<file path="src/rtl/wreq_pkg.sv">
package wreq_pkg;

    typedef struct packed {
        logic enable;
        logic req_sel;
        logic rx_track;
    } wreq_mode_t;

    typedef struct packed {
        logic cs;
        logic rd;
        logic wr;
    } wreq_bus_t;

endpackage

</file>
<file path="src/rtl/wreq_wait_gen.sv">
module wreq_wait_gen
    import wreq_pkg::*;
(
    input  logic       clk,
    input  logic       rst_n,
    input  wreq_mode_t mode,
    input  wreq_bus_t  bus,
    input  logic       rx_ready,
    input  logic       tx_empty,
    output logic       wait_low,
    output logic       wait_float
);

    typedef struct packed {
        logic low;
        logic flt;
    } state_t;

    state_t st_d, st_q;
    logic   stall_rx, stall_tx, wait_mode;

    always_comb begin
        wait_mode = mode.enable & ~mode.req_sel;
        stall_rx  = mode.rx_track  & bus.cs & bus.rd & ~rx_ready;
        stall_tx  = ~mode.rx_track & bus.cs & bus.wr & ~tx_empty;
        st_d.low  = wait_mode & (stall_rx | stall_tx);
        // request function selected: pin driven high, never released
        st_d.flt  = ~mode.req_sel & ~st_d.low;
    end

    always_ff @(posedge clk) begin
        if (!rst_n) begin
            st_q.low <= 1'b0;
            st_q.flt <= 1'b1;
        end else begin
            st_q <= st_d;
        end
    end

    assign wait_low   = st_q.low;
    assign wait_float = st_q.flt;

endmodule

</file>
<file path="src/rtl/wreq_req_gen.sv">
module wreq_req_gen
    import wreq_pkg::*;
(
    input  logic       clk,
    input  logic       rst_n,
    input  wreq_mode_t mode,
    input  wreq_bus_t  bus,
    input  logic       rx_ready,
    input  logic       tx_empty,
    output logic       req_act
);

    logic req_d, req_q;
    logic ready, served, req_mode;

    always_comb begin
        req_mode = mode.enable & mode.req_sel;
        ready    = mode.rx_track ? rx_ready : tx_empty;
        served   = bus.cs & (mode.rx_track ? bus.rd : bus.wr);
        // hold an active request; start a new one only outside a bus cycle
        req_d    = req_mode & ready & ~served & (req_q | ~bus.cs);
    end

    always_ff @(posedge clk) begin
        if (!rst_n) req_q <= 1'b0;
        else        req_q <= req_d;
    end

    assign req_act = req_q;

endmodule

</file>
<file path="src/rtl/wreq_crc_pulse.sv">
module wreq_crc_pulse
    import wreq_pkg::*;
(
    input  logic       clk,
    input  logic       rst_n,
    input  wreq_mode_t mode,
    input  logic       sync_frame,
    input  logic       crc_end,
    output logic       pulse
);

    typedef struct packed {
        logic prev;
        logic pls;
    } state_t;

    state_t st_d, st_q;

    always_comb begin
        st_d.prev = crc_end;
        st_d.pls  = mode.enable & mode.req_sel & ~mode.rx_track & sync_frame
                  & crc_end & ~st_q.prev;
    end

    always_ff @(posedge clk) begin
        if (!rst_n) st_q <= '0;
        else        st_q <= st_d;
    end

    assign pulse = st_q.pls;

endmodule

</file>
<file path="src/rtl/wreq_pin_ctrl.sv">
module wreq_pin_ctrl
    import wreq_pkg::*;
#(
    parameter int RX_CNT_W = 3
) (
    input  logic                clk,
    input  logic                rst_n,
    input  logic                cfg_enable,
    input  logic                cfg_req_sel,
    input  logic                cfg_rx_track,
    input  logic                cfg_sync_frame,
    input  logic                bus_cs,
    input  logic                bus_rd,
    input  logic                bus_wr,
    input  logic [RX_CNT_W-1:0] rx_level,
    input  logic                tx_empty,
    input  logic                crc_end,
    output logic                pin_low,
    output logic                pin_float,
    output logic                dma_req_n
);

    wreq_mode_t mode;
    wreq_bus_t  bus;
    logic       rx_ready;
    logic       wait_low, wait_float, req_act, crc_pls;

    always_comb begin
        mode.enable   = cfg_enable;
        mode.req_sel  = cfg_req_sel;
        mode.rx_track = cfg_rx_track;
        bus.cs        = bus_cs;
        bus.rd        = bus_rd;
        bus.wr        = bus_wr;
        rx_ready      = |rx_level;
    end

    wreq_wait_gen u_wait (
        .clk(clk), .rst_n(rst_n), .mode(mode), .bus(bus),
        .rx_ready(rx_ready), .tx_empty(tx_empty),
        .wait_low(wait_low), .wait_float(wait_float)
    );

    wreq_req_gen u_req (
        .clk(clk), .rst_n(rst_n), .mode(mode), .bus(bus),
        .rx_ready(rx_ready), .tx_empty(tx_empty),
        .req_act(req_act)
    );

    wreq_crc_pulse u_crc (
        .clk(clk), .rst_n(rst_n), .mode(mode),
        .sync_frame(cfg_sync_frame), .crc_end(crc_end),
        .pulse(crc_pls)
    );

    assign pin_low   = wait_low | req_act | crc_pls;
    assign pin_float = wait_float;
    assign dma_req_n = ~(req_act | crc_pls);

endmodule

</file>
<file path="config.mk">
export PLATFORM = sky130hd
export DESIGN_NAME = wreq_pin_ctrl
export DESIGN_NICKNAME = d
export VERILOG_FILES = /design/src/rtl/wreq_pkg.sv /design/src/rtl/wreq_wait_gen.sv /design/src/rtl/wreq_req_gen.sv /design/src/rtl/wreq_crc_pulse.sv /design/src/rtl/wreq_pin_ctrl.sv
export SDC_FILE = /design/constraint.sdc
export NUM_CORES = 1
export LEC_CHECK = 0
export BUFFER_PORTS_ARGS = -buffer_cell sky130_fd_sc_hd__clkbuf_2
export CAP_MARGIN = 20
export CORE_AREA = 2 2 39 41
export CTS_CLUSTER_SIZE = 25
export DETAILED_ROUTE_END_ITERATION = 7
export DIE_AREA = 0 0 41 43
export SYNTH_ARGS = -nofsm -noshare
export SYNTH_HDL_FRONTEND = slang
export SYNTH_SLANG_ARGS = --single-unit
</file>
<file path="constraint.sdc">
create_clock -name clk -period 1.2 [get_ports clk]
set_input_delay 0.36 -clock clk [delete_from_list [all_inputs] [get_ports clk]]
set_output_delay 0.36 -clock clk [all_outputs]
set_load 0.02 [all_outputs]
</file>
Word-level counts from Yosys, hierarchy flattened
Cells that the tools add are included.
{ "word_totals": {"in_bits": 14, "register_bits": 5, "word_cells": 40} }
{ "op_classes": {"n_reduce_logical": 1, "mux": 2, "bitwise": 32} }
{ "op_table": {"columns": ["operator", "count"], "rows": [
  ["$and 1x1->1", 18],
  ["$not 1->1", 9],
  ["$or 1x1->1", 5],
  ["$reduce_or 3->1", 1],
  ["$mux 1", 2]
]} }

Depth between registers and ports, before layout
{ "depth": {"ltp_word": 8, "depth_mapped": 3} }

By module
A second synthesis with hierarchy kept.
{ "hier_totals": {"cells_unflattened": 23, "area_unflattened_um2": 221.5} }
{ "modules_own_cells": {"columns": ["mod", "cells_each", "area_per_inst_um2", "seq_area_each_um2", "instances"], "rows": [
  ["wreq_wait_gen", 8, 78.8, 40.0, 1],
  ["wreq_crc_pulse", 5, 66.3, 40.0, 1],
  ["wreq_req_gen", 7, 60.1, 20.0, 1],
  ["wreq_pin_ctrl", 3, 16.3, 0.0, 1]
]} }

Worst setup path after synthesis
Ideal clock, no wire load.
{ "synth_timing": {"path_kind": "register to output", "start": "register u_req.req_q, in the netlist u_req.req_act", "end": "output port pin_low", "path_slack_ns": 0.083, "arrival_ns": 0.757, "path_stages_with_launch": 2, "n_path_buf": 0, "required_ns": 0.840, "path_cell_list": "dfxtp_1 or3_1"} }
{ "synth_via": {"elab_chain_len": 2} }
{ "synth_rtl": {"columns": ["item", "line_no", "source"], "rows": [
  ["start: declaration", "wreq_req_gen.sv:13", "logic req_d, req_q;"],
  ["start signal: assignment", "wreq_req_gen.sv:26", "else req_q <= req_d;"],
  ["$or 1x1->1 (2 in a row)", "wreq_pin_ctrl.sv:56", "assign pin_low = wait_low | req_act | crc_pls;"],
  ["end: declaration", "wreq_pin_ctrl.sv:18", "output logic pin_low,"]
]} }
Every way passes these cells.

Worst setup path in the final report
{ "layout_timing": {"start": "register u_wait.st_q (netlist bit u_wait.wait_low)", "end": "output port pin_low"} }
{ "layout_via": {"elab_chain_len": 2} }
{ "layout_rtl": {"columns": ["item", "line_no", "source"], "rows": [
  ["start: declaration", "wreq_wait_gen.sv:19", "state_t st_d, st_q;"],
  ["start signal: assignment", "wreq_wait_gen.sv:36", "st_q <= st_d;"],
  ["$or 1x1->1 (2 in a row)", "wreq_pin_ctrl.sv:56", null]
]} }
Every way passes these cells.

==> impl_results.md <==
* Result of the run: finished with violations
* Failing checks: setup timing
* Die area at 0.00176 mm²
* Top Family by Delay on Critical Path: simple AND/OR/NAND/NOR gates
* Initial antenna violation count at 0
* Height of the chip at 43 µm
* Crit path arrival time at 1.05 ns
* GR Util met1 at 9.97%
* Final WS setup at -0.211 ns
* Fin. max-slew vios at 0
* Synth area leader: dfxtp_1
* Layout area overhead at 68.4%
* Critical path's largest stage delay at ~0.38 ns
* Clk Latency, worst-skew pair at 0.23 ns
* H-tree levels at 1
* Most frequent cells in the layout: clkbuf_2 (14), dfxtp_1 (4), nand2_1 (3), clkbuf_4 (3), buf_4 (3)
* Commonest non-fill, non-tap cell in the layout: clkbuf_2
* Initial drt markers at 3
* Largest net degree at the start of global routing at 5
* Top area cells in the synthesized netlist: dfxtp_1 (42%), nor4b_4 (10%), nor4bb_2 (6.8%)
* Count of TritonRoute iterations in the first routing pass at 2
* Max-cap viol count at 0
* WP buf/inv at 1
* Syn_nets at 36
* FP Rows at 14
* Sequential share of the synthesized area at about 42%
* Synthesized cell area at 238 µm²
* Core ar. at 0.00138 mm²
* Share of cells above drive strength 1 at 60.0%
* CP endpoint kind: output port
* Final std cells w/o fill at 61
* GRT Max-Usage Layer: met1
* CTS tree: built
* Peak supply drop at 0.000655 V
* Num CTS Buffers at 3
* Fin nets at 60
* Number of global-route vias before repair at 209
* Met3 track demand over resource at approximately 4.7%
* First-pass GRT wire length at between 800 and 900 µm
* WL/cell at 8.28 µm
* # port buffers at 16
* Post-CTS Setup Repair Bufs at 0
* CP max FO at 1
* Antenna fix cells at 0
* Clk slew on worst S/H paths at 0.04 ns
* Post-synth top area share at 42.1%
* Clk root buf: clkbuf_4
* Vias per cell at approximately 4.0
* RSZ-0062 raised after global routing: true
* Mean Syn Cell Area at 10.8 µm²
* Vias at 241
* Ys Warns at 0
* Highest clock rate at 709 MHz
* Final Critical Period at 1.41 ns
* Total leakage power at 0.181 nW
* Die width at 41 µm
* Data required, critical path at between 0.8 and 0.9 ns
* Routability cong. at 0.678
* Worst Setup Start Kind: register
* Worst hold margin at 0.334 ns
* Routed Antenna Nets at 0
* Top-Level Pins at 17
* Final clock skew at 0.00354 ns
* Grt ovf at 0
* Final setup fails at 2
* Yosys reg bits at 5
* Gate Count Post-Synth at 22
* Cells after DPL at 57
* WL final at 505 µm
* Slew HR at 79.9%
* Worst Tran Pin Value at 0.297 ns
* Period utilization at 118%
* PwrDens at 1080 mW/mm²
* CTS max path bufs at 2
* Starting Density at 17.2%
* CTS sink cnt at 5
* Critical path type: reg2out
* Final hold violations at 0
* Hold crit path type: in2reg
* DRC at 0
* Yosys cell types at 15
* Worst-path cell chain: or3_1 -> buf_6
* CP max stage cell: or3_1
* Overall Global Routing Usage at 7.63%
* Met2 track demand over resource at about 8.4%
Yosys cell counts:
| master | count |
|---|---|
| a311o_2 | 1 |
| mux2i_1 | 1 |
| dfxtp_1 | 5 |
| nor4_1 | 1 |
| nor2_1 | 2 |
| nor3_1 | 1 |
| and2_1 | 1 |
| or3_1 | 1 |
| a2111oi_2 | 1 |
| a31oi_1 | 1 |
| nor4b_4 | 1 |
| nor4bb_2 | 1 |
| o211ai_1 | 1 |
| nand2_1 | 3 |
| nand3_1 | 1 |
kinds of logic (layout without fill, tap and decap cells):
logic type	after synthesis	after routing	synth area share (%)
buffers and inverters	0	23	0
DFF	5	5	42.1
muxes	1	1	4.21
AOI/OAI and AO/OA	4	4	16.8
and+or+nand+nor	12	12	36.8
final cells by class:
cell class / count / area, µm²
Sequential cell: 5 / 101
Timing Repair Buffer: 19 / 115
Clock buffer: 4 / 26.3
Fill cell: 152 / 983
Multi-Input combinational cell: 17 / 138
Tap cell: 16 / 20.0
through the flow:
stage | total power [W] | worst slack [ns] | setup TNS (ns) | util (%) | area (µm²)
after floorplan | 0.000202 | 0.0835 | 0 | - | 238
after global placement | 0.000247 | -0.0350 | -0.0350 | 26.0 | 360
after detailed placement | 0.000247 | -0.0371 | -0.0649 | 26.0 | 360
after CTS | 0.000438 | -0.232 | -0.305 | 28.1 | 389
after global routing | 0.000458 | -0.231 | -0.306 | 28.9 | 400
final | 0.000433 | -0.211 | -0.254 | 28.9 | 400
registers in the layout (all words and copies together) (netlist names):
register	count
u_wait.wait_low	1
u_crc.st_q	1
u_req.req_act	1
u_crc.pulse	1
u_wait.wait_float	1
worst reg2reg max path: cells and delay by family (launching register included):
kind                   cells  cell delay [ns]
buffers and inverters      1             0.09
AOI/OAI and AO/OA          1             0.34
DFF                        1             0.32
and+or+nand+nor            1             0.05
layer usage:
metal,wire [µm],share of wire (%),up-vias
met5,0,0,-
met3,30,5.9,0
met2,246,49,7
met4,0,0,0
li1,-,-,132
met1,228,45,102
report_power, final:
part / leakage [nW] / internal (W) / total, W / switching, W
registers: 0.0414 / 0.000172 / 0.000174 / 0.00000145
logic: 0.125 / 0.0000396 / 0.0000730 / 0.0000334
clock network: 0.0150 / 0.000125 / 0.000186 / 0.0000608
final timing paths:
check / depth (start not counted) / from / end / slack (ns)
worst max-delay path: 2 / u_wait.wait_low / pin_low / -0.21
worst max register to register: 3 / u_req.req_act / u_req.req_act / 0.30
worst min register to register: 1 / u_crc.st_q[1] / u_crc.pulse / 0.38
worst min-delay path: 2 / cfg_req_sel / u_wait.wait_low / 0.33
what timing repair did:
item | in CTS | in global routing
hold buffers | 0 | 0
pin swaps | 1 | 2
gates resized for setup | 1 | 6
setup endpoints to repair | 2 | 2
No activity file was read; power rests on OpenSTA's default activity.
